--- src/rtl/lpt_pkg.sv ---
package lpt_pkg;
  localparam int AW = 3;

  localparam logic [AW-1:0] A_STAT = 3'd0;
  localparam logic [AW-1:0] A_CLR  = 3'd1;
  localparam logic [AW-1:0] A_CFG  = 3'd2;
  localparam logic [AW-1:0] A_CTRL = 3'd3;
  localparam logic [AW-1:0] A_CMP  = 3'd4;
  localparam logic [AW-1:0] A_RLD  = 3'd5;
  localparam logic [AW-1:0] A_CNT  = 3'd6;

  // status bit positions (also used by the clear address)
  localparam int ST_MATCH = 0;
  localparam int ST_CMPOK = 1;
  localparam int ST_RLDOK = 2;
  localparam int NST      = 3;

  // control bit positions
  localparam int CTL_EN = 0;
  localparam int CTL_GO = 1;

  // shadow channel indices
  localparam int CH_CMP = 0;
  localparam int CH_RLD = 1;
  localparam int NCH    = 2;

  typedef struct packed {
    logic [2:0] presc;
    logic [1:0] pol;
    logic       ext;
    logic       enc;
  } cfg_t;

  localparam int CFG_W = $bits(cfg_t);
endpackage

--- src/rtl/lpt_wrdelay.sv ---
module lpt_wrdelay #(
  parameter int           W       = 16,
  parameter int           LAT     = 3,
  parameter logic [W-1:0] RST_VAL = '0
) (
  input  logic         clk,
  input  logic         rst,
  input  logic         wr_req,
  input  logic [W-1:0] wr_val,
  output logic [W-1:0] cur_val,
  output logic         done
);
  localparam int TW = (LAT < 2) ? 1 : $clog2(LAT);

  logic [W-1:0]  shadow;
  logic [TW-1:0] tmr;
  logic          pend;

  assign done = pend && (tmr == '0);

  always_ff @(posedge clk) begin
    if (rst) begin
      shadow  <= '0;
      tmr     <= '0;
      pend    <= 1'b0;
      cur_val <= RST_VAL;
    end else if (wr_req) begin
      shadow <= wr_val;
      tmr    <= TW'(LAT - 1);
      pend   <= 1'b1;
    end else if (pend) begin
      if (tmr == '0) begin
        cur_val <= shadow;
        pend    <= 1'b0;
      end else begin
        tmr <= tmr - 1'b1;
      end
    end
  end
endmodule

--- src/rtl/lpt_count.sv ---
module lpt_count #(
  parameter int W     = 16,
  parameter int PSC_W = 3
) (
  input  logic             clk,
  input  logic             rst,
  input  logic             run,
  input  logic             enc,
  input  logic             ext,
  input  logic [PSC_W-1:0] presc,
  input  logic             up_stb,
  input  logic             dn_stb,
  input  logic [W-1:0]     rld,
  input  logic [W-1:0]     cmp,
  output logic [W-1:0]     cnt,
  output logic             match
);
  localparam int DIVW = (1 << PSC_W) - 1;

  logic [DIVW-1:0] div;
  logic [DIVW-1:0] lim;
  logic            tick;
  logic            inc, dec, step;
  logic [W-1:0]    nxt;

  assign lim  = DIVW'((32'd1 << presc) - 32'd1);
  assign tick = (div == lim);

  always_ff @(posedge clk) begin
    if (rst || !run || enc || ext || tick) div <= '0;
    else                                   div <= div + 1'b1;
  end

  always_comb begin
    inc = 1'b0;
    dec = 1'b0;
    if (enc) begin
      inc = up_stb & ~dn_stb;
      dec = dn_stb & ~up_stb;
    end else if (ext) begin
      inc = up_stb;
    end else begin
      inc = tick;
    end
  end

  always_comb begin
    nxt = cnt;
    if (inc)      nxt = (cnt >= rld) ? '0 : cnt + 1'b1;
    else if (dec) nxt = (cnt == '0) ? rld : cnt - 1'b1;
  end

  assign step  = run & (inc | dec);
  assign match = step & (nxt == cmp);

  always_ff @(posedge clk) begin
    if (rst)       cnt <= '0;
    else if (step) cnt <= nxt;
  end
endmodule

--- src/rtl/lpt_regs.sv ---
module lpt_regs
  import lpt_pkg::*;
#(
  parameter int DW = 16
) (
  input  logic           clk,
  input  logic           rst,
  input  logic           we,
  input  logic           re,
  input  logic [AW-1:0]  addr,
  input  logic [DW-1:0]  wdata,
  input  logic [DW-1:0]  cnt,
  input  logic [DW-1:0]  cmp,
  input  logic [DW-1:0]  rld,
  input  logic           cmp_done,
  input  logic           rld_done,
  input  logic           match,
  output logic           en,
  output logic           run,
  output cfg_t           cfg,
  output logic [NST-1:0] stat,
  output logic           wr_cmp,
  output logic           wr_rld,
  output logic [DW-1:0]  rdata
);
  logic [NST-1:0] set_v, clr_v;
  logic [DW-1:0]  rmux;

  assign wr_cmp = we && (addr == A_CMP) && en;
  assign wr_rld = we && (addr == A_RLD) && en;

  always_ff @(posedge clk) begin
    if (rst) begin
      en  <= 1'b0;
      run <= 1'b0;
    end else if (we && addr == A_CTRL) begin
      en  <= wdata[CTL_EN];
      run <= wdata[CTL_EN] & (wdata[CTL_GO] | run);
    end
  end

  always_ff @(posedge clk) begin
    if (rst)                             cfg <= '0;
    else if (we && addr == A_CFG && !en) cfg <= cfg_t'(wdata[CFG_W-1:0]);
  end

  always_comb begin
    set_v           = '0;
    set_v[ST_MATCH] = match;
    set_v[ST_CMPOK] = cmp_done;
    set_v[ST_RLDOK] = rld_done;
    clr_v = (we && addr == A_CLR) ? wdata[NST-1:0] : '0;
  end

  always_ff @(posedge clk) begin
    if (rst) stat <= '0;
    else     stat <= (stat & ~clr_v) | set_v;
  end

  always_comb begin
    case (addr)
      A_STAT:  rmux = DW'(stat);
      A_CFG:   rmux = DW'(cfg);
      A_CTRL:  rmux = DW'({run, en});
      A_CMP:   rmux = cmp;
      A_RLD:   rmux = rld;
      A_CNT:   rmux = cnt;
      default: rmux = '0;
    endcase
  end

  always_ff @(posedge clk) begin
    if (rst)     rdata <= '0;
    else if (re) rdata <= rmux;
  end
endmodule

--- src/rtl/lpt_core.sv ---
module lpt_core
  import lpt_pkg::*;
#(
  parameter int               CNT_W   = 16,
  parameter logic [CNT_W-1:0] RLD_MAX = '1,
  parameter int               WR_LAT  = 3,
  parameter int               PSC_W   = 3
) (
  input  logic             clk,
  input  logic             rst,
  input  logic             bus_we,
  input  logic             bus_re,
  input  logic [AW-1:0]    bus_addr,
  input  logic [CNT_W-1:0] bus_wdata,
  output logic [CNT_W-1:0] bus_rdata,
  input  logic             up_stb,
  input  logic             dn_stb,
  output logic [1:0]       edge_pol,
  output logic             enc_on
);
  logic             en_w, run_w;
  cfg_t             cfg_w;
  logic [NST-1:0]   stat_w;
  logic [CNT_W-1:0] cnt_w;
  logic             match_w;
  logic [NCH-1:0]   wreq, wdone;
  logic [CNT_W-1:0] wval [NCH];
  logic [CNT_W-1:0] cur  [NCH];
  logic [CNT_W-1:0] cmp_w, rld_w;

  assign wval[CH_CMP] = bus_wdata;
  assign wval[CH_RLD] = (bus_wdata > RLD_MAX) ? RLD_MAX : bus_wdata;

  for (genvar g = 0; g < NCH; g++) begin : g_ch
    localparam logic [CNT_W-1:0] RV = (g == CH_RLD) ? RLD_MAX : '0;
    lpt_wrdelay #(.W(CNT_W), .LAT(WR_LAT), .RST_VAL(RV)) u_dly (
      .clk    (clk),
      .rst    (rst),
      .wr_req (wreq[g]),
      .wr_val (wval[g]),
      .cur_val(cur[g]),
      .done   (wdone[g])
    );
  end

  assign cmp_w = cur[CH_CMP];
  assign rld_w = cur[CH_RLD];

  lpt_regs #(.DW(CNT_W)) u_regs (
    .clk     (clk),
    .rst     (rst),
    .we      (bus_we),
    .re      (bus_re),
    .addr    (bus_addr),
    .wdata   (bus_wdata),
    .cnt     (cnt_w),
    .cmp     (cmp_w),
    .rld     (rld_w),
    .cmp_done(wdone[CH_CMP]),
    .rld_done(wdone[CH_RLD]),
    .match   (match_w),
    .en      (en_w),
    .run     (run_w),
    .cfg     (cfg_w),
    .stat    (stat_w),
    .wr_cmp  (wreq[CH_CMP]),
    .wr_rld  (wreq[CH_RLD]),
    .rdata   (bus_rdata)
  );

  lpt_count #(.W(CNT_W), .PSC_W(PSC_W)) u_cnt (
    .clk   (clk),
    .rst   (rst),
    .run   (run_w),
    .enc   (cfg_w.enc),
    .ext   (cfg_w.ext),
    .presc (PSC_W'(cfg_w.presc)),
    .up_stb(up_stb),
    .dn_stb(dn_stb),
    .rld   (rld_w),
    .cmp   (cmp_w),
    .cnt   (cnt_w),
    .match (match_w)
  );

  assign edge_pol = cfg_w.pol;
  assign enc_on   = cfg_w.enc;
endmodule

--- config.mk ---
export PLATFORM = sky130hd
export DESIGN_NAME = lpt_core
export DESIGN_NICKNAME = d
export VERILOG_FILES = /design/src/rtl/lpt_pkg.sv /design/src/rtl/lpt_wrdelay.sv /design/src/rtl/lpt_count.sv /design/src/rtl/lpt_regs.sv /design/src/rtl/lpt_core.sv
export SDC_FILE = /design/constraint.sdc
export NUM_CORES = 1
export LEC_CHECK = 0
export BUFFER_PORTS_ARGS = -buffer_cell sky130_fd_sc_hd__buf_2
export CAP_MARGIN = 20
export CORE_MARGIN = 1.5
export CORE_UTILIZATION = 33
export DETAILED_ROUTE_END_ITERATION = 6
export GPL_TIMING_DRIVEN = 0
export PLACE_DENSITY = 0.49
export SLEW_MARGIN = 40
export SYNTH_ARGS = -nofsm -noshare
export SYNTH_HDL_FRONTEND = slang
export SYNTH_SLANG_ARGS = --single-unit
--- constraint.sdc ---
create_clock -name clk -period 3.6 [get_ports clk]
set_clock_uncertainty 0.1 [all_clocks]
set_input_delay 0.18 -clock clk [delete_from_list [all_inputs] [get_ports clk]]
set_output_delay 0.18 -clock clk [all_outputs]
set_load 0.005 [all_outputs]
== After elaboration in Yosys (flattened, before gate mapping) ==
Cells that the tools add are included.
Operators by class
  $lt $le $gt $ge: 2
  add/subtract/negate cells: 6
  multiplexer cells: 22
  reduce and logical (&&, ||, !) cells: 30
  equal/unequal tests: 10
  bitwise logic cells: 16
  shift-type cells: 1
Operators with widths (number)
  $pmux W16 S6: 1
  $mux W16: 5
  $add A16 B1 Y16 const B: 1
  $eq A16 B16 Y1: 1
  $ge A16 B16 Y1: 1
  $gt A16 B16 Y1 const B: 1
  $logic_not A16 Y1: 1
  $sub A16 B1 Y16 const B: 1
  $mux W2: 6
  $logic_and A1 B1 Y1: 10
  $eq A3 B3 Y1 const B: 3
  $mux W1: 9
  $reduce_and A2 Y1: 4
  $add A7 B1 Y7 const B: 1
  $eq A7 B7 Y1: 1
  $shl A1 B3 Y7 const A: 1
  $sub A7 B1 Y7 const B: 1
  $eq A3 B2 Y1 const B: 2
  $not A1 Y1: 6
  $reduce_and A3 Y1: 2
  $and A1 B1 Y1: 5
  $logic_not A2 Y1: 2
  $logic_or A1 B1 Y1: 4
  $ne A2 B1 Y1 const B: 2
  11 further kinds: 16
Storage, ports and cells
  word-level logic and storage cells: 107
  bits in registers: 121
  bits of input ports: 25

== Depth between registers and ports, before layout ==
Gate-level depths: netlist of the first run.
  depth in word-level cells: 9
  mapped depth: 13

== Modules after synthesis ==
Synthesis of the first run repeated with hierarchy kept, for this count alone.
Unflattened totals
  cell total of the unflattened synthesis: 804
  area total of the unflattened synthesis: 6870.3 sq um
Modules (own cells, without submodules)
  lpt_count: sequential area each 460.4 sq um, instances 1, area an instance 2790.2 sq um, cells an instance 386
  lpt_regs: sequential area each 560.5 sq um, instances 1, area an instance 1486.4 sq um, cells an instance 161
  lpt_wrdelay at g_ch[1].u_dly: sequential area each 700.7 sq um, instances 1, area an instance 1338.8 sq um, cells an instance 137
  lpt_wrdelay at g_ch[0].u_dly: sequential area each 700.7 sq um, instances 1, area an instance 1255.0 sq um, cells an instance 120

== Worst setup path after synthesis of the first run ==
No wires, ideal clock.
  path type: register -> register
  start: register u_cnt.cnt[0]
  end: register u_regs.stat[0]
  buffers on the path: 2
  setup time: 69 ps
  required time: 3431 ps
  arrival: 2862 ps
  path slack: 569 ps
  stages on the path, launching flop included: 14
  cell sequence: dfxtp_1 > clkbuf_1 > inv_1 > ha_1 > or3b_2 > o2111ai_1 > a31oi_1 > nor2_1 > buf_2 > o211ai_1 > and3_1 > nor4b_1 > nand4_1 > o21ai_1
Between the ends
  cells in the longest elaborated chain, start to end: 7
  elaborated cells between the ends (all ways): 11
  those cells by class: add/sub: 2; order compare: 1; eq/ne: 1; mux: 4; bitwise: 2; reduce/logical: 1
Ends and longest elaborated chain
  start, declared: RTL line lpt_count.sv:15  | output logic [W-1:0] cnt,
  start signal, assigned: RTL line lpt_count.sv:58  | else if (step) cnt <= nxt;
  $sub A16 B1 Y16 / $logic_not A16 Y1 (equally long branches): RTL line lpt_count.sv:50  | else if (dec) nxt = (cnt == '0) ? rld : cnt - 1'b1;
  $mux W16 (2 in series): RTL line lpt_count.sv:50
  $mux W16 (*): RTL line lpt_count.sv:49  | if (inc) nxt = (cnt >= rld) ? '0 : cnt + 1'b1;
  $eq A16 B16 Y1 (*): RTL line lpt_count.sv:54  | assign match = step & (nxt == cmp);
  $and A1 B1 Y1 (*): RTL line lpt_count.sv:54
  $or A3 B3 Y3 (*): RTL line lpt_regs.sv:57  | else stat <= (stat & ~clr_v) | set_v;
  end signal, assigned: RTL line lpt_regs.sv:57
  end, declared: RTL line lpt_regs.sv:21  | output logic [NST-1:0] stat,
Every way passes the cells marked *; elsewhere a longest branch is shown, timed or not.
A chain may end at the register's enable or synchronous reset.

== Worst setup path after layout of the first run ==
Ends and elaborated chain as after synthesis.

==> results.json, run 1 <==
{
  "initial_core_util_pct": 33.97,
  "outcome": "complete, no violations",
  "clock_latency_ns": 0.42,
  "cts_tree": "yes",
  "dieHeight_um": 148.2,
  "place_area_mm2": 0.007505,
  "yosys_warnings": 0,
  "design_area_mm2": 0.008223,
  "grt_usage_pct": 23.29,
  "synth.largest_area_cell": "dfxtp_1",
  "powerDensity_mw_per_mm2": 396.6,
  "seq_power_share_pct": 41.8,
  "crit_path_cell_trace": "clkbuf_2, inv_1, ha_1, or3b_2, o2111ai_1, a31oi_1, nor2_1, buf_4, o211ai_1, and3_1, nor4b_2, nand4_1, o21ai_1",
  "cts_sinks": 121,
  "drtPass1Iterations": 6,
  "end_kind": "flip-flop",
  "final-instance-count-excl-fill": 1271,
  "worst_slew_pin_slew_ns": 0.7687,
  "drv_cap": 0,
  "num_vias": 6933,
  "synth-seq-cells": 121,
  "grt_pass1_vias": 6555,
  "clockBufferDepth": 2,
  "critical-path-top-delay-family": "simple AND/OR/NAND/NOR gates",
  "crit_path_start_kind": "flip-flop",
  "numCtsBuffers": 17,
  "reg2reg_to": "u_regs.stat[0]",
  "critPathSlowestCell": "or3b_2",
  "synth.avg_cell_area_um2": 7.633,
  "synth_top_cell_area_share_pct": 34.80,
  "hp-start": "bus_re",
  "comb_power_share_pct": 10.9,
  "finalSetupTns_ns": 0,
  "area_growth_syn_to_layout_pct": 18.12,
  "die_w_um": 148.2,
  "total_leakage_power_nw": 3.113,
  "holdWs_ns": 0.1108,
  "reg2regPathDepth": 13,
  "p_sw_mw": 0.9117,
  "finalWeightedCongestion": 0.8944,
  "r2r-start": "u_cnt.cnt[0]",
  "synth-edff-count": 0,
  "vias_per_cell": 5.455,
  "dpl_worst_slack_ns": -0.1299,
  "drtIter0Drc": 557,
  "finalWirelength_um": 24980,
  "rsz0062_at_grt": "no",
  "ant_nets": 0,
  "timing.final.ws_setup_ns": 0.08941,
  "min_to": "u_regs.rdata[8]",
  "critical_path_required_ns": 3.85,
  "cpPeakStageDelay_ns": 0.46,
  "io_buffers": 41,
  "htreeDepth": 4,
  "netlist_instances": 912,
  "nets": 1033,
  "ys_async_sr_fraction_pct": 0,
  "dpl.hpwl_um": 18950,
  "wl_per_cell_um": 19.65,
  "rows": 52,
  "rrSetupSlack_ns": 0.09,
  "dp.cells": 1223,
  "path_clk_slew_ns": 0.06,
  "hp-class": "input port to flip-flop",
  "critPathBufInv": 3,
  "grt_overflow": 0,
  "yosys-top-cells-area": "dfxtp_1, nand2_1, a21oi_1, nor2_1, ha_1",
  "layout_min_cycle_time_ns": 3.511,
  "ys_top_cells_by_count": "nand2_1, dfxtp_1, a21oi_1",
  "syn_area_mm2": 0.006962,
  "timing.final.crit_share_pct": 97.52,
  "p_int_mw": 2.350,
  "hold_violations": 0,
  "worstPathArrival_ns": 3.76,
  "num_io_pins": 44,
  "drv_slew": 0,
  "layout-drive-gt1-share_pct": 11.39,
  "drc": 0,
  "crit_fanout": 10,
  "dieArea_mm2": 0.02198,
  "swShare_pct": 27.95,
  "cts-root-buf": "clkbuf_16",
  "fmax_mhz": 284.9,
  "antenna_found_initial": 0,
  "synth.yosys.seq_area_share_pct": 34.80,
  "core_area_mm2": 0.02049,
  "grt_max_degree": 17,
  "grt_pass1_wl_um": 38460,
  "ir_drop_mv": 0.2909,
  "synth_nets": 957,
  "diodes": 0,
  "max_slew_margin_pct": 48.21,
  "ys_types": 75,
  "synthFlopType": "dfxtp_1",
  "p_clk_share_pct": 47.3,
  "worst_hold_path.num_cells": 4,
  "worstSetupPathType": "flip-flop to flip-flop",
  "synthMostInstantiatedCell": "nand2_1",
  "setup_violations": 0
}
worst max path at each step:
stage,startpoint,end,cells after the start
after global routing,u_cnt.cnt[0],u_regs.stat[0],13
after CTS,u_cnt.cnt[0],u_regs.stat[0],13
final,u_cnt.cnt[0],u_regs.stat[0],13
after detailed placement,u_cnt.cnt[0],u_regs.stat[0],13
after floorplan,u_cnt.cnt[0],u_regs.stat[0],13
after global placement,u_cnt.cnt[0],u_regs.stat[0],13
sequential cells by signal, summed over array words and instances (netlist names):
signal,cells
u_cnt.div,7
g_ch.u_dly.pend,2
u_regs.rdata,16
u_regs.en,1
u_regs.stat,3
g_ch.u_dly.tmr,4
u_regs.cfg,7
u_cnt.cnt,16
g_ch.u_dly.cur_val,32
g_ch.u_dly.shadow,32
u_regs.run,1
logic make-up after synthesis:
kind of cell	count (synthesis)	synth area share (%)
buffers and inverters	104	6.308
AOI/OAI and AO/OA	247	22.84
adders and majority gates	20	3.595
DFF	121	34.80
muxes	22	3.181
and+or+nand+nor	378	26.76
xor gates and xnor gates	20	2.516
area by class of cell:
cell class	count	area (um2)
fillers	2188	12270
multi-input cells	687	4120
flip-flops and latches	121	2422
clock buffers	18	429.2
repair buffers	57	365.4
well taps	270	337.8
plain buffers	72	325.3
inverters	32	120.1
clock inverters	14	102.6
layout by cell type, fill, tap and decap left out, drive strengths merged, types with 4 or more instances in the layout:
master	count
a22oi	10
nor3b	4
clkinvlp	4
clkbuf	70
nand3	29
dlygate4sd3	16
or2	4
a311oi	11
inv	32
o211ai	31
o2111ai	8
and4	6
a22o	4
nor4	8
clkinv	10
and3	12
ha	20
o22ai	5
a21oi	101
nor4b	8
xor2	6
o21ai	42
mux2i	21
dfxtp	121
nand4	17
nor2b	18
nor2	74
a211oi	9
nor3	14
nand2b	6
xnor2	14
buf	61
nand2	164
stage by stage:
stage | util, % | power, mW
6_report | 40.12 | 3.262
5_1_grt | 40.12 | 3.380
4_1_cts | 40.00 | 3.274
3_5_place_dp | 36.62 | 1.727
3_3_place_gp | 36.62 | 1.731
2_1_floorplan | - | 1.601
power groups by stage:
stage                     Combinational (mW)  Clock (mW)  Sequential, mW
after floorplan                        0.213           0            1.39
after global placement                 0.340           0            1.39
after detailed placement               0.336           0            1.39
after CTS                              0.350        1.56            1.36
after global routing                   0.383        1.63            1.36
final                                  0.355        1.54            1.36
per-layer routing:
metal / track usage (%) / up-vias / part of all wire (%)
met1: 32.75 / 3267 / 48
met5: 0 / - / 0
met2: 35.70 / 212 / 43
li1: - / 3407 / -
met4: 10.15 / 0 / 3.6
met3: 2.975 / 47 / 4.9
tightest hold or removal path: cells and delay by family:
| family | cells | cell delay (ns) |
|---|---|---|
| compound gates | 1 | 0.05 |
| buf+inv | 1 | 0.18 |
| simple gates | 2 | 0.19 |
repair_timing:
action | 4_1_cts | 5_1_grt
endpoints found under the setup margin | 1 | 1
pin swaps | 0 | 1
buffers inserted | 0 | 0
endpoints found under the hold margin | 38 | 0
hold buffers | 16 | 0
resized for setup | 1 | 6
(Power assumes the default switching activity.)
==> run 2: changes to the inputs <==
--- a/config.mk
+++ b/config.mk
@@ -15,4 +15,5 @@
 export SLEW_MARGIN = 40
 export SYNTH_ARGS = -nofsm -noshare
 export SYNTH_HDL_FRONTEND = slang
+export SYNTH_HIERARCHICAL = 1
 export SYNTH_SLANG_ARGS = --single-unit
==> results.json, run 2 <==
{
  "layout-drive-gt1-share_pct": 19.31,
  "crit_path_cell_trace": "ha_1, a2111oi_1, a2111o_1, and3_4, buf_8, o211ai_1, nand3_1, nor4b_4, o2111ai_4, nor4_4, a21oi_1, nor2_1",
  "cts-root-buf": "clkbuf_16",
  "setup_violations": 0,
  "critPathSlowestCell": "dfxtp_1",
  "synth-seq-cells": 121,
  "end_kind": "flip-flop",
  "hp-class": "input port to flip-flop",
  "grt_pass1_wl_um": 34850,
  "htreeDepth": 4,
  "crit_fanout": 10,
  "drc": 0,
  "synthFlopType": "dfxtp_1",
  "wl_per_cell_um": 18.74,
  "cp_num_cells": 12,
  "finalWirelength_um": 21950,
  "drtPass1Iterations": 5,
  "drv_cap": 0,
  "cts_tree": "yes",
  "yosys-top-cells-area": "dfxtp_1, mux2i_1, nor2_1, a22o_1, ha_1",
  "largestRegisters": "g_ch.u_dly/cur_val (32), g_ch.u_dly/shadow (32)",
  "syn_area_mm2": 0.006870,
  "layout_min_cycle_time_ns": 3.477,
  "grt_max_degree": 17,
  "numCtsBuffers": 17,
  "fmax_mhz": 287.6,
  "synth-edff-count": 0,
  "critical-path-top-delay-family": "compound AO/OA/AOI/OAI gates",
  "drtIter0Drc": 415,
  "ys_types": 75,
  "dieArea_mm2": 0.02169,
  "hold_violations": 0,
  "path_clk_slew_ns": 0.06,
  "timing.final.ws_setup_ns": 0.1234,
  "grt_usage_pct": 20.97,
  "dieHeight_um": 147.3,
  "ir_drop_mv": 0.3058,
  "netlist_instances": 804,
  "synthMostInstantiatedCell": "dfxtp_1",
  "p_total_mw": 3.587,
  "dpl_worst_slack_ns": -0.9976,
  "yosys_warnings": 6,
  "io_buffers": 42,
  "area_growth_syn_to_layout_pct": 22.91,
  "worst_slew_pin_slew_ns": 0.7522,
  "synth.avg_cell_area_um2": 8.545,
  "max_slew_margin_pct": 49.67,
  "worst_hold_path.num_cells": 3,
  "critPathBufInv": 1,
  "cpPeakStageDelay_ns": 0.53,
  "synth.largest_area_cell": "dfxtp_1",
  "finalSetupTns_ns": 0,
  "grt_overflow": 0,
  "nets": 933,
  "drv_slew": 0,
  "ant_nets": 0,
  "place_area_mm2": 0.007418,
  "die_w_um": 147.3,
  "rsz0062_at_grt": "no",
  "holdWs_ns": 0.02659,
  "clockBufferDepth": 2,
  "dpl.hpwl_um": 16430,
  "cts_sinks": 121,
  "antenna_found_initial": 0,
  "worstSetupPathType": "flip-flop to flip-flop",
  "rows": 52,
  "grt_pass1_vias": 6068,
  "num_io_pins": 44,
  "initial_core_util_pct": 33.84,
  "ys_top_cells_by_count": "dfxtp_1, nor2_1, mux2i_1",
  "total_leakage_power_nw": 3.366,
  "final_common_cell": "dfxtp_1",
  "layout_common_cells": "dfxtp_1, nor2_1, buf_2",
  "diodes": 0,
  "synth_top_cell_area_share_pct": 35.26,
  "num_vias": 6290,
  "clock_latency_ns": 0.42,
  "powerDensity_mw_per_mm2": 424.8,
  "ys_async_sr_fraction_pct": 0,
  "outcome": "complete, no violations",
  "design_area_mm2": 0.008444,
  "finalWeightedCongestion": 0.8558,
  "reg2regPathDepth": 12,
  "timing.final.crit_share_pct": 96.57,
  "worstPathArrival_ns": 3.73,
  "core_area_mm2": 0.02030,
  "crit_path_start_kind": "flip-flop",
  "synth.yosys.seq_area_share_pct": 35.26,
  "vias_per_cell": 5.371,
  "synth_nets": 849,
  "critical_path_required_ns": 3.85
}
run 2: cell count changes after synthesis, sizes merged, moves of 12 or more:
cell    change
a21oi      -39
a22o       +25
buf        +12
clkbuf     -28
mux2i      +32
nand2     -123
nor2       +37
nor3       +16
o211ai     -22
run 2: stage by stage:
step	utilization, %	std cells
3_5_place_dp	36.54	1116
6_report	41.60	1171
4_1_cts	40.81	1164
5_1_grt	41.60	1171
2_1_floorplan	-	804
3_3_place_gp	36.54	1116
run 2: cell type report:
| cell class | instances | area [um2] |
|---|---|---|
| plain buffers | 56 | 364.1 |
| well taps | 270 | 337.8 |
| inverters | 32 | 120.1 |
| multi-input cells | 595 | 4125 |
| clock buffers | 18 | 429.2 |
| repair buffers | 65 | 422.9 |
| clock inverters | 14 | 209.0 |
| flip-flops and latches | 121 | 2436 |
| fillers | 2088 | 11860 |
run 2: cell families (layout without fill, tap and decap cells):
logic type / count (synthesis) / count (layout) / share of synthesized area [%]
AND/OR/NAND/NOR: 284 / 284 / 21.47
AO/OA/AOI/OAI: 205 / 205 / 21.05
flip-flops: 121 / 121 / 35.26
buffers and inverters: 88 / 185 / 6.502
multiplexers: 57 / 57 / 8.377
XOR/XNOR: 29 / 29 / 3.697
adder cells (fa/ha/maj): 20 / 20 / 3.642
run 2: layer usage:
layer  GRT usage [%]  up-vias  wire length, um
met2           33.26      169            10200
li1                -     3102                -
met1           28.64     2997            10410
met3           3.727       22             1000
met4           7.150        0              340
met5               0        -                0
run 2: final timing paths:
| kind | slack (ns) | startpoint | end |
|---|---|---|---|
| worst min-delay path | 0.03 | bus_re | u_regs/rdata[4] |
| worst min register to register | 0.34 | u_regs/rdata[5] | u_regs/rdata[5] |
| worst max-delay path | 0.12 | u_cnt/cnt[3] | u_regs/stat[0] |
| worst max register to register | 0.12 | u_cnt/cnt[3] | u_regs/stat[0] |
run 2: power by group:
group | internal, mW | switching [mW]
Combinational | 0.133 | 0.206
Clock | 1.18 | 0.706
Sequential | 1.35 | 0.0142
run 2: repair_timing:
action | in CTS | in global routing
endpoints found under the hold margin | 34 | 0
pin swaps | 3 | 9
setup buffers | 0 | 7
hold buffers | 16 | 0
setup endpoints to repair | 3 | 1
resized for setup | 15 | 40
run 2: worst register-to-register path: cells and delay by family (launching register included):
family,cells,cell delay [ns]
AOI/OAI and AO/OA,5,1.15
and+or+nand+nor,5,1.13
DFF,1,0.53
adders and majority gates,1,0.32
buffers and inverters,1,0.15
==> run 3: changes to the inputs <==
--- a/config.mk
+++ b/config.mk
@@ -12,6 +12,7 @@
 export DETAILED_ROUTE_END_ITERATION = 6
 export GPL_TIMING_DRIVEN = 0
 export PLACE_DENSITY = 0.49
+export RECOVER_POWER = 25
 export SLEW_MARGIN = 40
 export SYNTH_ARGS = -nofsm -noshare
 export SYNTH_HDL_FRONTEND = slang
==> results.json, run 3 (same netlist as run 2, synthesis figures left out) <==
{
  "rows": 52,
  "clock_latency_ns": 0.42,
  "reg2reg_to": "u_regs/stat[0]",
  "hold_violations": 0,
  "holdWs_ns": 0.02545,
  "cp-startpoint": "u_cnt/cnt[3]",
  "ir_drop_mv": 0.3066,
  "dieArea_mm2": 0.02169,
  "outcome": "complete, no violations",
  "nets": 933,
  "core_area_mm2": 0.02030,
  "worstSetupPathType": "flip-flop to flip-flop",
  "vias_per_cell": 5.335,
  "drtPass1Iterations": 5,
  "finalWeightedCongestion": 0.8558,
  "crit_fanout": 10,
  "hp-class": "input port to flip-flop",
  "fillers": 2093,
  "finalWirelength_um": 21990,
  "endpoint": "u_regs/stat[0]",
  "powerDensity_mw_per_mm2": 425.5,
  "drc": 0,
  "rrSetupSlack_ns": 0.09,
  "wl_per_cell_um": 18.78,
  "grt_pass1_vias": 6068,
  "num_vias": 6247,
  "dieHeight_um": 147.3,
  "worst_slew_pin_slew_ns": 0.7775,
  "layout-drive-gt1-share_pct": 18.42,
  "grt_max_degree": 17,
  "drv_cap": 0,
  "dpl_worst_slack_ns": -0.9976,
  "antenna_found_initial": 0,
  "cts-root-buf": "clkbuf_16",
  "critical_path_required_ns": 3.85,
  "area_growth_syn_to_layout_pct": 22.73,
  "ant_nets": 0,
  "final-instance-count-excl-fill": 1171,
  "worstPathArrival_ns": 3.76,
  "total_leakage_power_nw": 3.334,
  "initial_core_util_pct": 33.84,
  "num_io_pins": 44,
  "layout_min_cycle_time_ns": 3.509,
  "timing.final.ws_setup_ns": 0.09059,
  "path_clk_slew_ns": 0.06,
  "grt_usage_pct": 20.97,
  "reg2regPathDepth": 12,
  "dpl.hpwl_um": 16430,
  "clockBufferDepth": 2,
  "layout_common_cells": "dfxtp_1, nor2_1, mux2i_1",
  "crit_path_start_kind": "flip-flop",
  "fmax_mhz": 284.9,
  "numCtsBuffers": 17,
  "largestRegisters": "g_ch.u_dly/cur_val (32), g_ch.u_dly/shadow (32)",
  "setup_violations": 0,
  "rsz0062_at_grt": "no",
  "timing.final.crit_share_pct": 97.48,
  "die_w_um": 147.3,
  "htreeDepth": 4,
  "cts_sinks": 121,
  "drv_slew": 0,
  "r2r-start": "u_cnt/cnt[3]",
  "diodes": 0,
  "max_slew_margin_pct": 47.98,
  "io_buffers": 42,
  "grt_overflow": 0,
  "dp.cells": 1116,
  "grt_pass1_wl_um": 34850,
  "end_kind": "flip-flop",
  "drtIter0Drc": 409,
  "final_common_cell": "dfxtp_1",
  "cts_tree": "yes"
}
==> run 3: final cells by class <==
type                    instances  area, um2  share of cell area [%]
repair buffers                 65      414.1                   4.912
clock inverters                14      209.0                   2.478
plain buffers                  56      360.3                   4.274
inverters                      32      120.1                   1.425
clock buffers                  18      429.2                   5.090
multi-input cells             595       4125                   48.92
flip-flops and latches        121       2436                   28.89
well taps                     270      337.8                   4.007
==> run 3: critical path, cell delays in order, from the launching register on <==
cell,delay (ns)
dfxtp_1,0.55
ha_1,0.33
a2111oi_1,0.50
a2111o_1,0.25
and3_4,0.24
buf_8,0.15
o211ai_1,0.12
nand3_1,0.13
nor4b_4,0.33
o2111ai_4,0.23
nor4_4,0.36
a21oi_1,0.07
nor2_1,0.08
==> run 3: where the power goes <==
group          internal [mW]  total, mW  switching, mW
registers               1.35       1.36         0.0143
clock network           1.18       1.89          0.707
logic                  0.132      0.339          0.207
==> run 3: repair_timing <==
| item | CTS | global route |
|---|---|---|
| pin swaps | 3 | 9 |
| resized for setup | 15 | 40 |
| hold buffers | 16 | 0 |
| endpoints found under the hold margin | 34 | 0 |
| endpoints found under the setup margin | 3 | 1 |
| setup buffers | 0 | 7 |
==> run 3: stage by stage <==
stage               instance area (um2)  power [mW]  setup TNS [ns]  util [%]
floorplan                          6870       1.578               0         -
global placement                   7418       1.685          -1.605     36.54
detailed placement                 7418       1.685          -1.056     36.54
CTS                                8284       3.600               0     40.81
global route                       8432       3.720               0     41.54
finish                             8432       3.588               0     41.54
==> run 3: how the worst min path moves through the flow <==
stage / startpoint / endpoint / slack (ns) / depth (start not counted)
2_1_floorplan: rst / u_regs/cfg[2] / 0.15 / 1
3_3_place_gp: bus_wdata[8] / g_ch[1].u_dly/shadow[8] / 0.33 / 3
3_5_place_dp: u_regs/rdata[5] / u_regs/rdata[5] / 0.34 / 2
4_1_cts: bus_re / u_regs/rdata[4] / 0.01 / 3
5_1_grt: bus_re / u_regs/rdata[4] / 0.02 / 3
6_report: bus_re / u_regs/rdata[4] / 0.03 / 3
==> run 3: metal layers <==
metal	vias to the layer above	share of wire [%]	track usage, %
met1	2979	48	28.64
met5	-	0	0
met2	149	47	33.26
met3	22	4.0	3.727
met4	0	1.6	7.150
li1	3097	-	-
